**src/rtl/lirq_pkg.sv**
```systemverilog
package lirq_pkg;
  typedef struct packed {
    logic load_cnt;
    logic load_latch;
    logic irq_off;
    logic irq_on;
  } wr_evt_t;
endpackage

```
**src/rtl/lirq_gate.sv**
```systemverilog
module lirq_gate
  import lirq_pkg::*;
#(
  parameter int unsigned LINE_W    = 9,
  parameter int unsigned LAST_LINE = 239
) (
  input  logic              clk_i,
  input  logic              rst_ni,
  input  wr_evt_t           evt_i,
  input  logic              tick_i,
  input  logic [LINE_W-1:0] line_i,
  input  logic              render_i,
  output logic              step_o
);
  localparam logic [LINE_W-1:0] LastLine = LINE_W'(LAST_LINE);

  logic en_q;
  logic any_wr;
  logic visible;

  assign any_wr  = |evt_i;
  assign visible = (line_i <= LastLine);

  always_ff @(posedge clk_i or negedge rst_ni) begin
    if (!rst_ni)          en_q <= 1'b0;
    else if (evt_i.irq_off) en_q <= 1'b0;
    else if (evt_i.irq_on)  en_q <= 1'b1;
  end

  // register traffic takes priority over the line pulse
  assign step_o = tick_i && render_i && en_q && visible && !any_wr;

  assert_one_strobe_R10: assert property (@(posedge clk_i) disable iff (!rst_ni)
    $onehot0({evt_i.load_cnt, evt_i.load_latch, evt_i.irq_off, evt_i.irq_on}));
  assert_write_wins_R10: assert property (@(posedge clk_i) disable iff (!rst_ni)
    any_wr |-> !step_o);
  assert_off_blocks_R6: assert property (@(posedge clk_i) disable iff (!rst_ni)
    evt_i.irq_off |=> !step_o);
  assert_gate_window_R6: assert property (@(posedge clk_i) disable iff (!rst_ni)
    step_o |-> (line_i <= LastLine) && render_i);
endmodule

```
**src/rtl/lirq_count.sv**
```systemverilog
module lirq_count #(
  parameter int unsigned DATA_W = 8
) (
  input  logic              clk_i,
  input  logic              rst_ni,
  input  logic              load_cnt_i,
  input  logic              load_latch_i,
  input  logic [DATA_W-1:0] data_i,
  input  logic              step_i,
  output logic              wrap_o
);
  logic [DATA_W-1:0] cnt_q;
  logic [DATA_W-1:0] latch_q;
  logic              at_zero;

  assign at_zero = (cnt_q == '0);
  assign wrap_o  = step_i && at_zero;

  always_ff @(posedge clk_i or negedge rst_ni) begin
    if (!rst_ni)           latch_q <= '0;
    else if (load_latch_i) latch_q <= data_i;
  end

  // test old value, then reload or decrement
  always_ff @(posedge clk_i or negedge rst_ni) begin
    if (!rst_ni)         cnt_q <= '0;
    else if (load_cnt_i) cnt_q <= data_i;
    else if (step_i)     cnt_q <= at_zero ? latch_q : cnt_q - 1'b1;
  end

  assert_load_cnt_R2: assert property (@(posedge clk_i) disable iff (!rst_ni)
    load_cnt_i |=> cnt_q == $past(data_i));
  assert_load_latch_R3: assert property (@(posedge clk_i) disable iff (!rst_ni)
    load_latch_i |=> latch_q == $past(data_i));
  assert_decrement_R7: assert property (@(posedge clk_i) disable iff (!rst_ni)
    step_i && !load_cnt_i && !at_zero |=> cnt_q == DATA_W'($past(cnt_q) - 1'b1));
  assert_reload_R8: assert property (@(posedge clk_i) disable iff (!rst_ni)
    step_i && !load_cnt_i && !load_latch_i && at_zero |=> cnt_q == $past(latch_q));
  assert_idle_hold_R6: assert property (@(posedge clk_i) disable iff (!rst_ni)
    !step_i && !load_cnt_i |=> $stable(cnt_q));
endmodule

```
**src/rtl/lirq_flag.sv**
```systemverilog
module lirq_flag (
  input  logic clk_i,
  input  logic rst_ni,
  input  logic set_i,
  input  logic clr_i,
  output logic irq_o
);
  logic irq_q;

  always_ff @(posedge clk_i or negedge rst_ni) begin
    if (!rst_ni)    irq_q <= 1'b0;
    else if (clr_i) irq_q <= 1'b0;
    else if (set_i) irq_q <= 1'b1;
  end

  assign irq_o = irq_q;

  assert_clear_R4: assert property (@(posedge clk_i) disable iff (!rst_ni)
    clr_i |=> !irq_q);
  assert_sticky_R9: assert property (@(posedge clk_i) disable iff (!rst_ni)
    irq_q && !clr_i |=> irq_q);
  assert_rise_cause_R8: assert property (@(posedge clk_i) disable iff (!rst_ni)
    $rose(irq_q) |-> $past(set_i));
endmodule

```
**src/rtl/line_irq_counter.sv**
```systemverilog
module line_irq_counter
  import lirq_pkg::*;
#(
  parameter int unsigned DATA_W    = 8,
  parameter int unsigned LINE_W    = 9,
  parameter int unsigned LAST_LINE = 239
) (
  input  logic              clk_i,
  input  logic              rst_ni,
  input  logic              cnt_wr_i,
  input  logic              latch_wr_i,
  input  logic              irq_off_wr_i,
  input  logic              irq_on_wr_i,
  input  logic [DATA_W-1:0] wr_data_i,
  input  logic              line_tick_i,
  input  logic [LINE_W-1:0] line_num_i,
  input  logic              render_en_i,
  output logic              irq_o
);
  wr_evt_t evt;
  logic    step;
  logic    wrap;

  assign evt = '{load_cnt: cnt_wr_i, load_latch: latch_wr_i,
                 irq_off: irq_off_wr_i, irq_on: irq_on_wr_i};

  lirq_gate #(.LINE_W(LINE_W), .LAST_LINE(LAST_LINE)) u_gate (
    .clk_i   (clk_i),
    .rst_ni  (rst_ni),
    .evt_i   (evt),
    .tick_i  (line_tick_i),
    .line_i  (line_num_i),
    .render_i(render_en_i),
    .step_o  (step)
  );

  lirq_count #(.DATA_W(DATA_W)) u_count (
    .clk_i       (clk_i),
    .rst_ni      (rst_ni),
    .load_cnt_i  (cnt_wr_i),
    .load_latch_i(latch_wr_i),
    .data_i      (wr_data_i),
    .step_i      (step),
    .wrap_o      (wrap)
  );

  lirq_flag u_flag (
    .clk_i (clk_i),
    .rst_ni(rst_ni),
    .set_i (wrap),
    .clr_i (irq_off_wr_i),
    .irq_o (irq_o)
  );

  assert_on_keeps_irq_R5: assert property (@(posedge clk_i) disable iff (!rst_ni)
    irq_on_wr_i |=> irq_o == $past(irq_o));
endmodule

```
**config.mk**
```make
export PLATFORM = sky130hd
export DESIGN_NAME = line_irq_counter
export DESIGN_NICKNAME = d
export VERILOG_FILES = /design/src/rtl/lirq_pkg.sv /design/src/rtl/lirq_gate.sv /design/src/rtl/lirq_count.sv /design/src/rtl/lirq_flag.sv /design/src/rtl/line_irq_counter.sv
export SDC_FILE = /design/constraint.sdc
export NUM_CORES = 1
export LEC_CHECK = 0
export ABC_CLOCK_PERIOD_IN_PS = 2700
export BUFFER_PORTS_ARGS = -buffer_cell sky130_fd_sc_hd__buf_2
export CAP_MARGIN = 5
export CORE_ASPECT_RATIO = 0.6
export CORE_MARGIN = 1
export CORE_UTILIZATION = 45
export DETAILED_ROUTE_END_ITERATION = 8
export PLACE_DENSITY = 0.7
export SLEW_MARGIN = 20
export SYNTH_ARGS = -nofsm -noshare
export SYNTH_HDL_FRONTEND = slang
export SYNTH_SLANG_ARGS = --single-unit
```
**constraint.sdc**
```tcl
create_clock -name clk_i -period 2.7 [get_ports clk_i]
set_clock_uncertainty 0.05 [all_clocks]
set_input_delay 0 -clock clk_i [delete_from_list [all_inputs] [get_ports clk_i]]
set_output_delay 0 -clock clk_i [all_outputs]
set_load 0.02 [all_outputs]
```
==> metrics.md, run 1 <==
| Metric | Value |
|---|---|
| Outcome | finished, final reports clean |
| Yosys reg bits | 18 |
| Worst-Skew Late Latency | 250 ps |
| Post-synthesis area per instance | 10.61 um2 |
| Synth top area share | 45.17% |
| Clock tree buffer depth | 2 |
| Min Tclk post-route | 2328 ps |
| H-Tree Depth | 1 |
| Non-filler instance count after layout | 153 |
| Dpl cells | 139 |
| Crit path kind | flip-flop to flip-flop |
| Die area | 2414 um2 |
| Setup Viol. Count Final | 0 |
| Starting Density | 50.70% |
| CTS resizes | 0 |
| Post-synth top cells | 18 x dfrtp_1, 7 x mux2_2, 7 x o21ai_0 |
| TritonCTS buffer count | 3 |
| Routed Antenna Nets | 0 |
| Reg-to-reg slack, setup | 370 ps |
| Leakage power | 0.5979 nW |
| Layout cells sized above 1 | 27.20% |
| Slowest cell on crit path | or4_1 |
| P per Cell Area | 488.8 nW/um2 |
| Num ports | 26 |
| Reg2Reg Launch Point | u_count.cnt_q[2]$_DFFE_PN0P_ |
| IO Port Bufs | 21 |
| Peak Freq | 0.4296 GHz |
| Cell breakdown of the critical path | or4_1 -> or3_1 -> mux2_4 -> a221o_1 |
| Max incr delay on CP | 590 ps |
| WP data arrival | 2410 ps |
| ANT cells | 0 |
| Slew @ Worst Pin | 392.7 ps |
| Gpl congestion | 0.7708 |
| Seq/Total Area, Yosys | 45.17% |
| Post-synthesis adder-cell area fraction | 2.509% |
| Synth Area in Simple Gates | 15.81% |
| Drc violations | 0 |
| Number of DRC markers in iteration 0 | 28 |
| Clock Sinks | 18 |
| First-pass GRT wire length | 3.815 mm |
| Detailed Route WL | 2.231 mm |
| WL/cell | 14.58 um |
| Nets | 154 |
| Worst Hold Class | input port to flip-flop |
| Initial antenna violation count | 0 |
| Number of synthesis warnings | 0 |
| R2r endpoint | u_count.cnt_q[2]$_DFFE_PN0P_ |
| Number of flops mapped to enable cells by yosys | 0 |
| Syn nets | 121 |
| Crit path from | u_count.cnt_q[2]$_DFFE_PN0P_ |
| Largest family of logic cells by synthesized area | compound AO/OA/AOI/OAI gates |
| Post-synthesis cell count | 94 |
| Cell variety after synth | 37 |
| Drt first pass iters | 4 |
| Die width | 62.77 um |
| HPWL after DPL | 1.642 mm |
| Ys async rst share | 100.0% |
| Area growth from synthesis to layout | 27.23% |
| Final period util | 86.21% |
| Worst slew margin | 73.45% |
| R2r worst-path depth | 4 |
| Vias in the first global route | 817 |
| Largest net degree at the start of global routing | 19 |
| Final hold viol count | 0 |
| Synth Area in XOR/XNOR | 2.635% |
| Setup crit start kind | flip-flop |
| Post-synth top area cell | dfrtp_1 |
| Core Area | 1967 um2 |
| Post-Syn Area | 997.2 um2 |
| Slew Viols, Final | 0 |
| Std cell rows | 12 |
| Final core utilization | 64.50% |
| Via Count | 828 |
| Setup repair after global routing missed its margin | false |
| Critical Path Fanout Max | 6 |
| Maxcap violations | 0 |
| Most used DFF post-synth | dfrtp_1 |
| GRT Overall Usage | 21.87% |
| Clock root buffer | clkbuf_8 |
| Critical path capture point | u_count.cnt_q[2]$_DFFE_PN0P_ |
| Worst Setup End Kind | flip-flop |
| Die extent in y | 38.47 um |
| WP data required | 2790 ps |
| Compound-Gate Fraction of Synth Area | 15.81% |
| Largest cells by area after synthesis | dfrtp_1 45%, mux2_2 7.9%, mux2i_1 4.0% |
| Clock-pin transition on the worst setup and hold timing paths | 60 ps |
| Top-count cell post-synth | dfrtp_1 |
| Setup tns final | 0 ps |
| Post-synthesis mux area share | 13.43% |
| CTS tree | done |
| Grt total ovfl | 0 |
| Vias per inst | 5.412 |
| Peak supply drop | 343.4 uV |
registers in the layout (all words and copies together) (netlist names):
name / flops
u_gate.en_q: 1
u_count.cnt_q: 8
u_count.latch_q: 8
u_flag.irq_o: 1
area by class of cell:
type / count / area [um2]
fillers: 152 / 698.2
multi-input cells: 66 / 500.5
flip-flops and latches: 18 / 450.4
repair buffers: 33 / 222.7
clock buffers: 3 / 41.29
well taps: 28 / 35.03
inverters: 5 / 18.77
metal layers:
| metal | routed length, um | GRT usage, % |
|---|---|---|
| met4 | 10 | 3.488 |
| met2 | 1050 | 38.32 |
| met3 | 88 | 6.548 |
| met1 | 1082 | 27.70 |
| met5 | 0 | 0 |
through the flow:
stage | hold slack [ps] | worst slack [ps] | total power, W | instance area [um2]
after floorplan | -345.6 | 436.9 | 0.0003850 | 997.2
after global placement | -95.27 | 435.8 | 0.0004186 | 1117
after detailed placement | -100.9 | 388.5 | 0.0004255 | 1117
after CTS | 107.3 | 379.5 | 0.0006201 | 1269
after global routing | 137.1 | 320.6 | 0.0006500 | 1269
final | 103.7 | 372.2 | 0.0006201 | 1269
cells by family after synthesis:
| logic type | count (synthesis) |
|---|---|
| DFF | 18 |
| muxes | 12 |
| AOI/OAI and AO/OA | 21 |
| adders and majority gates | 2 |
| xor gates and xnor gates | 3 |
| and+or+nand+nor | 28 |
| buffers and inverters | 10 |
layout by cell type, fill, tap and decap left out, types with 2 or more instances in the layout:
cell type,Yosys,final
a221o_1,3,3
nand2_1,5,5
a22oi_1,3,3
and2_1,2,2
dlygate4sd3_1,0,11
nor2b_1,3,3
mux2_2,7,7
ha_1,2,2
mux2i_1,4,4
dfrtp_1,18,18
inv_1,5,5
xor2_1,3,3
buf_2,1,21
nor2_1,5,5
o21ai_0,7,7
clkbuf_8,0,3
nor3b_1,2,2
power by group:
part | internal [W] | leakage (nW) | total (W) | switching (W)
clock | 0.0000992 | 0.0216 | 0.000187 | 0.0000875
combinational | 0.0000657 | 0.358 | 0.000120 | 0.0000547
sequential | 0.000293 | 0.218 | 0.000313 | 0.0000195
total | 0.000458 | 0.598 | 0.000620 | 0.000162
critical path: cells and delay by family, from the launching register on:
family | cells | cell delay, ps
muxes | 1 | 330
DFF | 1 | 440
AOI/OAI and AO/OA | 1 | 300
and+or+nand+nor | 2 | 1090
worst min-delay path by stage:
stage | start | to | slack, ps | cells past startpoint
after floorplan | rst_ni | u_count.cnt_q[0]$_DFFE_PN0P_ | -350 | 0
after global routing | latch_wr_i | u_count.latch_q[1]$_DFFE_PN0P_ | 140 | 3
after CTS | latch_wr_i | u_count.latch_q[1]$_DFFE_PN0P_ | 110 | 3
after detailed placement | rst_ni | u_count.latch_q[7]$_DFFE_PN0P_ | -100 | 1
after global placement | rst_ni | u_count.latch_q[6]$_DFFE_PN0P_ | -100 | 1
final | latch_wr_i | u_count.latch_q[1]$_DFFE_PN0P_ | 100 | 3
timing repair:
| action | in CTS | in global routing |
|---|---|---|
| buffers inserted | 0 | 0 |
| hold endpoints to repair | 34 | 0 |
| hold buffers | 11 | 0 |
No activity file was read; power rests on OpenSTA's default activity.
==> run 2, diff against run 1 <==
RECOVER_POWER = 100   (was unset)
==> run 2 against run 1 <==
Final cell count unchanged. Core utilization down 1.0 points. Critical path depth stayed put. Power down 1.2%. Hold slack got worse by 2.7 ps. Clock power about the same. Register-to-register slack about the same. Routed wire length fell by 1.5%. Largest power group unchanged. Sequential share of layout area up 0.57 points.
==> metrics.md, run 2 (same netlist as run 1, synthesis figures left out) <==
| Metric | Value |
|---|---|
| Most common cell after layout, fill and taps aside | dfrtp_1 (was buf_2) |
| Setup repair after global routing missed its margin | false (unchanged) |
| Biggest regs | u_count.cnt_q (8), u_count.latch_q (8) (unchanged) |
| Min Tclk post-route | 2330 ps (was 2328 ps) |
| Leakage power | 0.5604 nW (was 0.5979 nW) |
| Cell breakdown of the critical path | or4_1 -> or3_1 -> mux2_1 -> a221o_1 (was or4_1 -> or3_1 -> mux2_4 -> a221o_1) |
| Worst Setup End Kind | flip-flop (unchanged) |
| Largest net degree at the start of global routing | 19 (unchanged) |
| Worst path bufs/invs | 0 (unchanged) |
| Die width | 62.77 um (unchanged) |
| WL/cell | 14.36 um (was 14.58 um) |
| Gpl congestion | 0.7708 (unchanged) |
| Total power | 0.0006129 W (was 0.0006201 W) |
| First-pass GRT wire length | 3.815 mm (unchanged) |
| Hold WS | 101.0 ps (was 103.7 ps) |
| Outcome | finished, final reports clean (unchanged) |
| Detailed Route WL | 2.197 mm (was 2.231 mm) |
| Num ports | 26 (unchanged) |
| Slew @ Worst Pin | 954.1 ps (was 392.7 ps) |
| Final worst slack | 370.1 ps (was 372.2 ps) |
| Slew Viols, Final | 0 (unchanged) |
| GRT Overall Usage | 21.87% (unchanged) |
| P per Cell Area | 490.9 nW/um2 (was 488.8 nW/um2) |
| Drt first pass iters | 4 (unchanged) |
| Peak Freq | 0.4292 GHz (was 0.4296 GHz) |
| Clock tree buffer depth | 2 (unchanged) |
| Worst Hold Class | input port to flip-flop (unchanged) |
| Layout cells sized above 1 | 17.60% (was 27.20%) |
| Die area | 2414 um2 (unchanged) |
| Flop pwr share | 51.1% (was 50.5%) |
| Grt total ovfl | 0 (unchanged) |
| Crit path kind | flip-flop to flip-flop (unchanged) |
| CTS tree | done (unchanged) |
| ANT cells | 0 (unchanged) |
| TritonCTS buffer count | 3 (unchanged) |
| Drc violations | 0 (unchanged) |
| Die extent in y | 38.47 um (unchanged) |
| Routed Antenna Nets | 0 (unchanged) |
| Worst Hold Launch | latch_wr_i (unchanged) |
| H-Tree Depth | 1 (unchanged) |
| Area growth from synthesis to layout | 25.22% (was 27.23%) |
| Maxcap violations | 0 (unchanged) |
| Core Area | 1967 um2 (unchanged) |
| Vias per inst | 5.346 (was 5.412) |
| HPWL after DPL | 1.642 mm (unchanged) |
| Worst slew margin | 36.39% (was 73.45%) |
| Worst-Skew Late Latency | 250 ps (about the same) |
| Initial antenna violation count | 0 (unchanged) |
| Setup Viol. Count Final | 0 (unchanged) |
| Clock power frac | 30.1% (about the same) |
| Nets | 154 (unchanged) |
| Slowest cell on crit path | or4_1 (unchanged) |
| WP data required | 2780 ps (was 2790 ps) |
| WP data arrival | 2410 ps (about the same) |
| Crit path from | u_count.cnt_q[2]$_DFFE_PN0P_ (unchanged) |
| Int Pwr | 0.0004539 W (was 0.0004584 W) |
| Number of DRC markers in iteration 0 | 25 (was 28) |
| Clock root buffer | clkbuf_8 (unchanged) |
| Via Count | 818 (was 828) |
| Clock-pin transition on the worst setup and hold timing paths | 60 ps (about the same) |
| CP delay by family, top | simple AND/OR/NAND/NOR gates (unchanged) |
| Critical Path Fanout Max | 6 (unchanged) |
| IO Port Bufs | 21 (unchanged) |
| Vias in the first global route | 817 (unchanged) |
| Peak supply drop | 337.6 uV (was 343.4 uV) |
| Max incr delay on CP | 590 ps (about the same) |
| Final period util | 86.29% (was 86.21%) |
| Commonest non-fill, non-tap cells in the layout | 18 x dfrtp_1, 11 x dlygate4sd3_1, 11 x buf_2, 11 x clkbuf_1 (was 21 x buf_2, 18 x dfrtp_1, 11 x dlygate4sd3_1, 7 x mux2_2, 7 x o21ai_0) |
| Reg2Reg Launch Point | u_count.cnt_q[2]$_DFFE_PN0P_ (unchanged) |
| Comb pwr share | 18.9% (was 19.4%) |
| Setup crit start kind | flip-flop (unchanged) |
| Final hold viol count | 0 (unchanged) |
| Setup tns final | 0 ps (unchanged) |
| Std cell rows | 12 (unchanged) |
| Placement Setup Slack | 388.5 ps (unchanged) |
| Clock Sinks | 18 (unchanged) |
| Starting Density | 50.70% (unchanged) |
| Net Sw Power | 0.0001590 W (was 0.0001617 W) |
| Fillers | 162 (was 152) |
| Final core utilization | 63.49% (was 64.50%) |
| Net Sw Frac | 25.94% (was 26.08%) |
[run 2: cell count changes in the layout (fill, tap and decap cells not counted)]
cell,before,now
clkbuf_1,0,11
buf_4,1,0
mux2_1,0,1
buf_2,21,11
mux2_4,1,0
[run 2: metrics by stage]
step                      cells  instance area, um2
after floorplan              94               997.2
after global placement      139                1117
after detailed placement    139                1117
after CTS                   153                1269
after global routing        153                1249
final                       153                1249
[run 2: final cells by class]
cell class,count,area (um2),share of cell area [%]
well taps,28,35.03,2.806
flip-flops and latches,18,450.4,36.07
multi-input cells,66,496.7,39.78
repair buffers,33,206.4,16.53
inverters,5,18.77,1.503
clock buffers,3,41.29,3.307
[run 2: path summary, 6_finish.rpt]
check | cells after the start | slack [ps] | to
worst max-delay path | 4 | 370 | u_count.cnt_q[2]$_DFFE_PN0P_
worst min-delay path | 3 | 100 | u_count.latch_q[1]$_DFFE_PN0P_
worst max register to register | 4 | 370 | u_count.cnt_q[2]$_DFFE_PN0P_
worst min register to register | 1 | 470 | u_count.latch_q[5]$_DFFE_PN0P_
max in group asynchronous | 2 | 1660 | u_count.latch_q[3]$_DFFE_PN0P_
min in group asynchronous | 2 | 360 | u_count.latch_q[7]$_DFFE_PN0P_
[run 2: worst register-to-register path: stages, from the launching register on]
cell and delay [ps]:
dfrtp_1 440, or4_1 590, or3_1 480, mux2_1 350
a221o_1 300
[run 2: what timing repair did]
item / 4_1_cts / 5_1_grt
hold buffers: 11 / 0
resized for setup: 0 / 0
endpoints found under the hold margin: 34 / 0
setup buffers: 0 / 0
[run 2: power groups by stage]
stage               clock network, W  logic (W)  registers, W
floorplan                          0  0.0000737      0.000311
global placement                   0   0.000103      0.000316
detailed placement                 0   0.000108      0.000318
CTS                         0.000187   0.000120      0.000313
global route                0.000200   0.000130      0.000316
finish                      0.000184   0.000116      0.000313
[run 2: routing by layer]
| layer | part of all wire (%) | global-route usage, % | wire [um] |
|---|---|---|---|
| met1 | 48 | 27.70 | 1053 |
| met2 | 48 | 38.32 | 1046 |
| met3 | 3.9 | 6.548 | 86 |
| met4 | 0.46 | 3.488 | 10 |
| met5 | 0 | 0 | 0 |
